===== config.mk =====
export PLATFORM = sky130hd
export DESIGN_NAME = brd_sysctl_regs
export DESIGN_NICKNAME = d
export VERILOG_FILES = /design/src/rtl/brd_sysctl_pkg.sv /design/src/rtl/brd_sysctl_dec.sv /design/src/rtl/brd_sysctl_dll.sv /design/src/rtl/brd_sysctl_chan.sv /design/src/rtl/brd_sysctl_regs.sv
export SDC_FILE = /design/constraint.sdc
export NUM_CORES = 1
export LEC_CHECK = 0
export ABC_AREA = 1
export CAP_MARGIN = 20
export CORE_ASPECT_RATIO = 1.1
export CORE_MARGIN = 10
export CORE_UTILIZATION = 35
export CTS_BUF_LIST = sky130_fd_sc_hd__clkbuf_2
export CTS_CLUSTER_DIAMETER = 150
export DETAILED_ROUTE_END_ITERATION = 10
export SYNTH_ARGS = -nofsm -noshare
export SYNTH_HDL_FRONTEND = slang
export SYNTH_SLANG_ARGS = --single-unit

===== constraint.sdc =====
create_clock -name clk -period 9.35 [get_ports clk]
set_input_delay 2.3375 -clock clk [delete_from_list [all_inputs] [get_ports clk]]
set_output_delay 2.3375 -clock clk [all_outputs]
set_load 0.05 [all_outputs]

===== src/rtl/brd_sysctl_pkg.sv =====
package brd_sysctl_pkg;
  localparam int ADDR_W  = 12;
  localparam int DATA_W  = 32;
  localparam int LED_W   = 8;
  localparam int DLL_N   = 8;

  // Byte offsets of the mapped words
  localparam logic [ADDR_W-1:0] OFS_CFG0  = 12'h000;
  localparam logic [ADDR_W-1:0] OFS_CFG1  = 12'h004;
  localparam logic [ADDR_W-1:0] OFS_CFG3  = 12'h00C;
  localparam logic [ADDR_W-1:0] OFS_CFG4  = 12'h010;
  localparam logic [ADDR_W-1:0] OFS_RTN   = 12'h0A0;
  localparam logic [ADDR_W-1:0] OFS_OUT   = 12'h0A4;
  localparam logic [ADDR_W-1:0] OFS_CTRL  = 12'h0A8;
  localparam logic [ADDR_W-1:0] OFS_STAT  = 12'h0AC;
  localparam logic [ADDR_W-1:0] OFS_DLL   = 12'h100;
  localparam logic [ADDR_W-1:0] OFS_AUXID = 12'hFF8;
  localparam logic [ADDR_W-1:0] OFS_ID    = 12'hFFC;

  typedef enum logic [3:0] {
    SEL_NONE, SEL_CFG0, SEL_CFG1, SEL_CFG3, SEL_CFG4, SEL_RTN,
    SEL_OUT, SEL_CTRL, SEL_STAT, SEL_DLL, SEL_AUXID, SEL_ID
  } reg_sel_e;

  // Channel control word layout
  typedef struct packed {
    logic        start;
    logic        wr;
    logic [3:0]  rsv_hi;
    logic [5:0]  func;
    logic [7:0]  rsv_lo;
    logic [11:0] dev;
  } chan_ctrl_t;

  localparam logic [DATA_W-1:0] CTRL_KEEP  = 32'h43F0_0FFF;
  localparam logic [DATA_W-1:0] CTRL_RESET = 32'h0010_0000;
  localparam logic [5:0]        CHAN_FUNC  = 6'd1;

  function automatic logic all_masked_locked(input logic [DLL_N-1:0] mask,
                                             input logic [DLL_N-1:0] lock);
    return &(lock | ~mask);
  endfunction

  function automatic logic [DATA_W-1:0] dll_word(input logic [DLL_N-1:0] mask,
                                                 input logic [DLL_N-1:0] lock);
    return {mask, lock, 15'd0, all_masked_locked(mask, lock)};
  endfunction

  function automatic logic chan_target_bad(input logic [5:0]  func,
                                           input logic [11:0] dev,
                                           input int unsigned entries);
    return (func != CHAN_FUNC) || (32'(dev) >= entries);
  endfunction
endpackage


===== src/rtl/brd_sysctl_dec.sv =====
module brd_sysctl_dec
  import brd_sysctl_pkg::*;
(
  input  logic [ADDR_W-1:0] addr,
  output reg_sel_e          sel,
  output logic              mapped
);
  always_comb begin
    unique case (addr)
      OFS_CFG0:  sel = SEL_CFG0;
      OFS_CFG1:  sel = SEL_CFG1;
      OFS_CFG3:  sel = SEL_CFG3;
      OFS_CFG4:  sel = SEL_CFG4;
      OFS_RTN:   sel = SEL_RTN;
      OFS_OUT:   sel = SEL_OUT;
      OFS_CTRL:  sel = SEL_CTRL;
      OFS_STAT:  sel = SEL_STAT;
      OFS_DLL:   sel = SEL_DLL;
      OFS_AUXID: sel = SEL_AUXID;
      OFS_ID:    sel = SEL_ID;
      default:   sel = SEL_NONE;
    endcase
  end

  assign mapped = (sel != SEL_NONE);
endmodule


===== src/rtl/brd_sysctl_dll.sv =====
module brd_sysctl_dll
  import brd_sysctl_pkg::*;
(
  input  logic              clk,
  input  logic              rst_n,
  input  logic              mask_we,
  input  logic [DLL_N-1:0]  mask_wdata,
  input  logic [DLL_N-1:0]  lock_i,
  output logic [DATA_W-1:0] dll_q
);
  logic [DLL_N-1:0] mask_q;

  always_ff @(posedge clk or negedge rst_n) begin
    if (!rst_n)       mask_q <= '1;
    else if (mask_we) mask_q <= mask_wdata;
  end

  assign dll_q = dll_word(mask_q, lock_i);

  // the mask moves only on a DLL write
  a_r8_mask_only_on_write: assert property (@(posedge clk) disable iff (!rst_n)
    !mask_we |=> $stable(mask_q));
endmodule


===== src/rtl/brd_sysctl_chan.sv =====
module brd_sysctl_chan
  import brd_sysctl_pkg::*;
#(
  parameter int unsigned NUM_OSC = 3,
  parameter logic [NUM_OSC-1:0][DATA_W-1:0] OSC_RESET =
    {32'd25_000_000, 32'd24_576_000, 32'd50_000_000}
) (
  input  logic              clk,
  input  logic              rst_n,
  input  logic              ctrl_we,
  input  logic              out_we,
  input  logic [DATA_W-1:0] wdata,
  output logic [DATA_W-1:0] ctrl_q,
  output logic [DATA_W-1:0] stat_q,
  output logic [DATA_W-1:0] rtn_q,
  output logic [DATA_W-1:0] out_q
);
  chan_ctrl_t        req;
  logic              chan_fire;
  logic              chan_err;
  logic              chan_wr_ok;
  logic              chan_rd_ok;
  logic [DATA_W-1:0] osc_q [NUM_OSC];
  logic [DATA_W-1:0] osc_sel;

  assign req        = chan_ctrl_t'(wdata);
  assign chan_fire  = ctrl_we && req.start;
  assign chan_err   = chan_target_bad(req.func, req.dev, NUM_OSC);
  assign chan_wr_ok = chan_fire && req.wr && !chan_err;
  assign chan_rd_ok = chan_fire && !req.wr && !chan_err;

  // Oscillator table, one register per entry
  for (genvar g = 0; g < NUM_OSC; g++) begin : g_osc
    logic hit;
    assign hit = chan_wr_ok && (32'(req.dev) == g);
    always_ff @(posedge clk or negedge rst_n) begin
      if (!rst_n)   osc_q[g] <= OSC_RESET[g];
      else if (hit) osc_q[g] <= out_q;
    end
  end

  always_comb begin
    osc_sel = '0;
    for (int i = 0; i < int'(NUM_OSC); i++)
      if (32'(req.dev) == i) osc_sel = osc_q[i];
  end

  always_ff @(posedge clk or negedge rst_n) begin
    if (!rst_n) begin
      ctrl_q <= CTRL_RESET;
      stat_q <= '0;
      rtn_q  <= '0;
      out_q  <= '0;
    end else begin
      if (out_we) out_q <= wdata;
      if (ctrl_we) begin
        ctrl_q <= wdata & CTRL_KEEP;
        stat_q <= {30'd0, chan_fire && chan_err, chan_fire};
      end
      if (chan_rd_ok) rtn_q <= osc_sel;
    end
  end

  // done follows the start bit of the last control write
  a_r5_done_tracks_start: assert property (@(posedge clk) disable iff (!rst_n)
    ctrl_we |=> stat_q[0] == $past(wdata[31]));
  // status changes only on a control write
  a_r4_status_holds: assert property (@(posedge clk) disable iff (!rst_n)
    !ctrl_we |=> $stable(stat_q));
  // error never stands without done
  a_r5_err_needs_done: assert property (@(posedge clk) disable iff (!rst_n)
    stat_q[1] |-> stat_q[0]);
  // a failed read keeps the returned data
  a_r6_failed_read_keeps_rtn: assert property (@(posedge clk) disable iff (!rst_n)
    (chan_fire && !req.wr && chan_err) |=> $stable(rtn_q));
  // start is never stored
  a_r3_start_not_stored: assert property (@(posedge clk) disable iff (!rst_n)
    ctrl_we |=> !ctrl_q[31]);
endmodule


===== src/rtl/brd_sysctl_regs.sv =====
module brd_sysctl_regs
  import brd_sysctl_pkg::*;
#(
  parameter int unsigned     NUM_OSC   = 3,
  parameter logic [NUM_OSC-1:0][DATA_W-1:0] OSC_RESET =
    {32'd25_000_000, 32'd24_576_000, 32'd50_000_000},
  parameter logic [31:0]     CFG4_VAL  = 32'hC0DE_0004,
  parameter logic [31:0]     AUXID_VAL = 32'h0A17_0001,
  parameter logic [31:0]     ID_VAL    = 32'h4100_2F01
) (
  input  logic              clk,
  input  logic              rst_n,
  input  logic [11:0]       bus_addr,
  input  logic              bus_wr,
  input  logic              bus_rd,
  input  logic [31:0]       bus_wdata,
  output logic [31:0]       bus_rdata,
  input  logic [7:0]        dll_lock_i,
  output logic [7:0]        led_o,
  output logic              bad_access_o
);
  reg_sel_e          sel;
  logic              mapped;
  logic [DATA_W-1:0] cfg0_q, cfg1_q;
  logic [DATA_W-1:0] ctrl_q, stat_q, rtn_q, out_q, dll_q;
  logic              bad_q;
  logic              we_cfg0, we_cfg1, we_out, we_ctrl, we_dll;

  brd_sysctl_dec u_dec (.addr(bus_addr), .sel(sel), .mapped(mapped));

  assign we_cfg0 = bus_wr && (sel == SEL_CFG0);
  assign we_cfg1 = bus_wr && (sel == SEL_CFG1);
  assign we_out  = bus_wr && (sel == SEL_OUT);
  assign we_ctrl = bus_wr && (sel == SEL_CTRL);
  assign we_dll  = bus_wr && (sel == SEL_DLL);

  brd_sysctl_chan #(.NUM_OSC(NUM_OSC), .OSC_RESET(OSC_RESET)) u_chan (
    .clk(clk), .rst_n(rst_n), .ctrl_we(we_ctrl), .out_we(we_out),
    .wdata(bus_wdata), .ctrl_q(ctrl_q), .stat_q(stat_q),
    .rtn_q(rtn_q), .out_q(out_q)
  );

  brd_sysctl_dll u_dll (
    .clk(clk), .rst_n(rst_n), .mask_we(we_dll),
    .mask_wdata(bus_wdata[31:24]), .lock_i(dll_lock_i), .dll_q(dll_q)
  );

  always_ff @(posedge clk or negedge rst_n) begin
    if (!rst_n) begin
      cfg0_q <= '0;
      cfg1_q <= '0;
      bad_q  <= 1'b0;
    end else begin
      if (we_cfg0) cfg0_q <= bus_wdata;
      if (we_cfg1) cfg1_q <= bus_wdata;
      bad_q <= (bus_wr || bus_rd) && !mapped;
    end
  end

  always_comb begin
    unique case (sel)
      SEL_CFG0:  bus_rdata = cfg0_q;
      SEL_CFG1:  bus_rdata = cfg1_q;
      SEL_CFG3:  bus_rdata = '0;
      SEL_CFG4:  bus_rdata = CFG4_VAL;
      SEL_RTN:   bus_rdata = rtn_q;
      SEL_OUT:   bus_rdata = out_q;
      SEL_CTRL:  bus_rdata = ctrl_q;
      SEL_STAT:  bus_rdata = stat_q;
      SEL_DLL:   bus_rdata = dll_q;
      SEL_AUXID: bus_rdata = AUXID_VAL;
      SEL_ID:    bus_rdata = ID_VAL;
      default:   bus_rdata = '0;
    endcase
  end

  assign led_o        = cfg1_q[LED_W-1:0];
  assign bad_access_o = bad_q;

  // LEDs show the low byte of the last config 1 write
  a_r11_led_follows_write: assert property (@(posedge clk) disable iff (!rst_n)
    we_cfg1 |=> led_o == $past(bus_wdata[7:0]));
  // a bad-access flag always has an access behind it
  a_r12_bad_has_cause: assert property (@(posedge clk) disable iff (!rst_n)
    bad_access_o |-> $past(bus_wr || bus_rd));
  // unmapped addresses read zero
  a_r12_unmapped_reads_zero: assert property (@(posedge clk) disable iff (!rst_n)
    !mapped |-> bus_rdata == '0);
endmodule


==> metrics <==
top post-synthesis cells by area=dfrtp_1 (44%), nand2_1 (18%), dfstp_2 (8.5%), nand4_1 (5.4%), o21ai_0 (4.7%); Routed Antenna Nets=0; fin worst setup slack=0.6118 ns; sequential share of power=0.554; commonest non-fill, non-tap cell in the layout=nand2_1; commonest cells after routing, fill and taps aside=nand2_1 (587), dfrtp_1 (214), o21ai_0 (115); Yosys top cell area share=0.4352; Final min period=8.738 ns; post-DR wirelength/cell=17.98 um; clock slew at reported path FFs=0.09 ns; routability cong.=0.8857; setup TNS=0 ns; P_sw=0.5185 mW; largest net degree at the start of global routing=113; Final #Nets=1739; Lkg Pwr=6.929 nW; placed cell count=2048; Synth Flop Type=dfrtp_1; Die W=198.8 um; Overflow after GRT=0; core area=0.03447 mm^2; Sw Share=0.2615; clk sinks=254; Slew @ Worst Pin=1.017 ns; RSZ-0062 raised after global routing=no; status=complete, no violations; CP Class=input pin to output port; DIE AREA=0.04306 mm^2; leading area contributor after synthesis=dfrtp_1; hold wc startpoint=u_chan.osc_q[24]; die height=216.7 um; Synth cell types=31; input/output buffers=96; starting density of the core=0.3570; MaxCap Viol Count=0; Hold Buf Count CTS=0; endpoint type of the worst setup path=output port; Worst Hold End=u_chan.osc_q[24]; DRT iter0 DRCs=920; maximum root-to-sink buffer count=3; H-tree lvl count=3; Max Fclk=114.4 MHz; GRT Util Overall=0.1809; vias in the first global route=10980; syn avg cell area=7.719 um^2; CTS Buf Count=67; Final Util=0.4176; pre-CTS worst setup slack=0.7271 ns; Critical Path Start Type=input pin; worst skew pair latency=0.83 ns; worst hold path type=flop to flop; r2r setup slk=8.27 ns; net count after synthesis=1653; post-CTS setup repair buffer count=0; Site Rows=71; Vias=11290; R2R Path Start=u_chan.osc_q[54]; Hold Path Depth=2; Final Non-Filler Cells=2171; FF-to-FF End=u_chan.rtn_q[22]; Async SR Flop Fraction=1.000; Tcrit/Tclk final=0.9346; Boundary Pins=97; total power=1.983 mW; pwr dens=137.7 mW/mm^2; Slew Limit Fails=0; clock group share of total power=0.410; number of synthesized flops with an enable pin=0; vias per inst=5.201; Pint=1.464 mW; DR DRC count=0; Synth Cell Area=0.01230 mm^2; Gate power share=0.035; CTS tree=built; Area Overhead vs Synth=16.98%; CTS resizes=0; hpwl dp=25030 um; peak supply drop=0.07027 mV; final hold violations=0; first-pass GRT wire length=62170 um; antenna violations before repair=1; Worst EP required=7.01 ns; 1st-pass router iterations=6; layout cells sized above 1=0.1328; #FFs+latches synth=254; sequential area share after synthesis=0.5206; Worst slew margin=0.3222; Register-to-Register Path Depth=4; # fillers=3612; Crit Path Max Fanout=12; YS warnings=0; Worst Clk Skew=0.06509 ns; WP data arrival=6.40 ns; Post-Route WL=39030 um; final setup violation count=0; clk root buf=clkbuf_2; synthesized instance count=1594
-- state kept, by name, indices dropped and copies added (netlist names) --
signal	cells
bad_access_o	1
cfg0_q	32
cfg1_q	32
u_chan.ctrl_q	19
u_chan.osc_q	96
u_chan.out_q	32
u_chan.rtn_q	32
u_chan.stat_q	2
u_dll.mask_q	8
-- per-layer routing --
layer	wire length (um)	track usage	up-vias
met3	2835	0.03286	64
met4	769	0.05778	0
li1	-	-	5427
met5	0	0	-
met2	17720	0.2735	428
met1	17700	0.2555	5372
-- synth_stat cells (2+ instances only) --
cell and number:
o211ai_1 3, inv_2 7, nand3_1 98, buf_2 19, inv_1 85, o21ai_0 115
nor2_1 106, dfstp_2 40, nand2_1 589, clkbuf_1 80, buf_4 8, o22ai_1 2
o21ai_1 59, nand4_1 106, o21a_1 17, dfrtp_1 214, ha_1 3, nor2_4 2
nor4_1 3, a21oi_1 24, nor3_1 4
-- stage by stage --
stage	area [um^2]	hold WS (ns)
3_5_place_dp	13730	0.4512
5_1_grt	14390	0.4823
3_3_place_gp	13730	0.4477
2_1_floorplan	12300	0.4367
6_report	14390	0.4651
4_1_cts	14360	0.4650
-- area by class of cell --
cell class	count	area, um^2	share of cell area
Inverter	93	349.1	0.02425
Timing Repair Buffer	125	1324	0.09197
Sequential cell	254	6406	0.4451
Clock inverter	21	137.6	0.009562
Antenna cell	1	2.502	0.0001739
Multi-Input combinational cell	1139	5126	0.3561
Tap cell	438	548.0	0.03807
Clock buffer	100	500.5	0.03477
-- cell families (layout without fill, tap and decap cells) --
family,count (synthesis),count (layout),share of synthesized area
simple gates,913,913,0.3149
flops,254,254,0.5206
compound gates,223,223,0.09569
buf+inv,201,339,0.06569
fa+ha+maj,3,3,0.003051
other cells,0,1,0
-- critical path: stages --
cell and delay [ns]:
clkdlybuf4s50_1 0.54, nor2_1 0.07, nand2_1 0.12, nor2_1 0.06
nand2_1 0.07, inv_1 0.04, nor2_1 0.19, ha_1 0.39
nand3_2 0.21, nand2_1 0.41, nor2_4 0.11, nand2_1 0.18
inv_2 0.18, nor3_2 0.80, inv_1 0.24, nand2_1 0.21
inv_1 0.05, buf_4 0.18
-- worst max path at each step --
stage	startpoint	endpoint	slack, ns	depth (start not counted)
after detailed placement	bus_addr[2]	bus_rdata[20]	0.73	18
after global placement	bus_addr[2]	bus_rdata[20]	0.92	18
after CTS	bus_addr[2]	bus_rdata[20]	0.72	18
after floorplan	bus_addr[4]	bus_rdata[10]	1.71	19
after global routing	bus_addr[2]	bus_rdata[20]	0.35	18
final	bus_addr[2]	bus_rdata[20]	0.61	18
-- power groups by stage --
stage / Clock [mW] / Combinational [mW] / Sequential (mW)
floorplan: 0 / 0.0130 / 1.12
global placement: 0 / 0.0713 / 1.12
detailed placement: 0 / 0.0716 / 1.12
CTS: 0.837 / 0.0721 / 1.10
global route: 0.895 / 0.0790 / 1.10
finish: 0.813 / 0.0700 / 1.10
No activity file was read; power rests on OpenSTA's default activity.
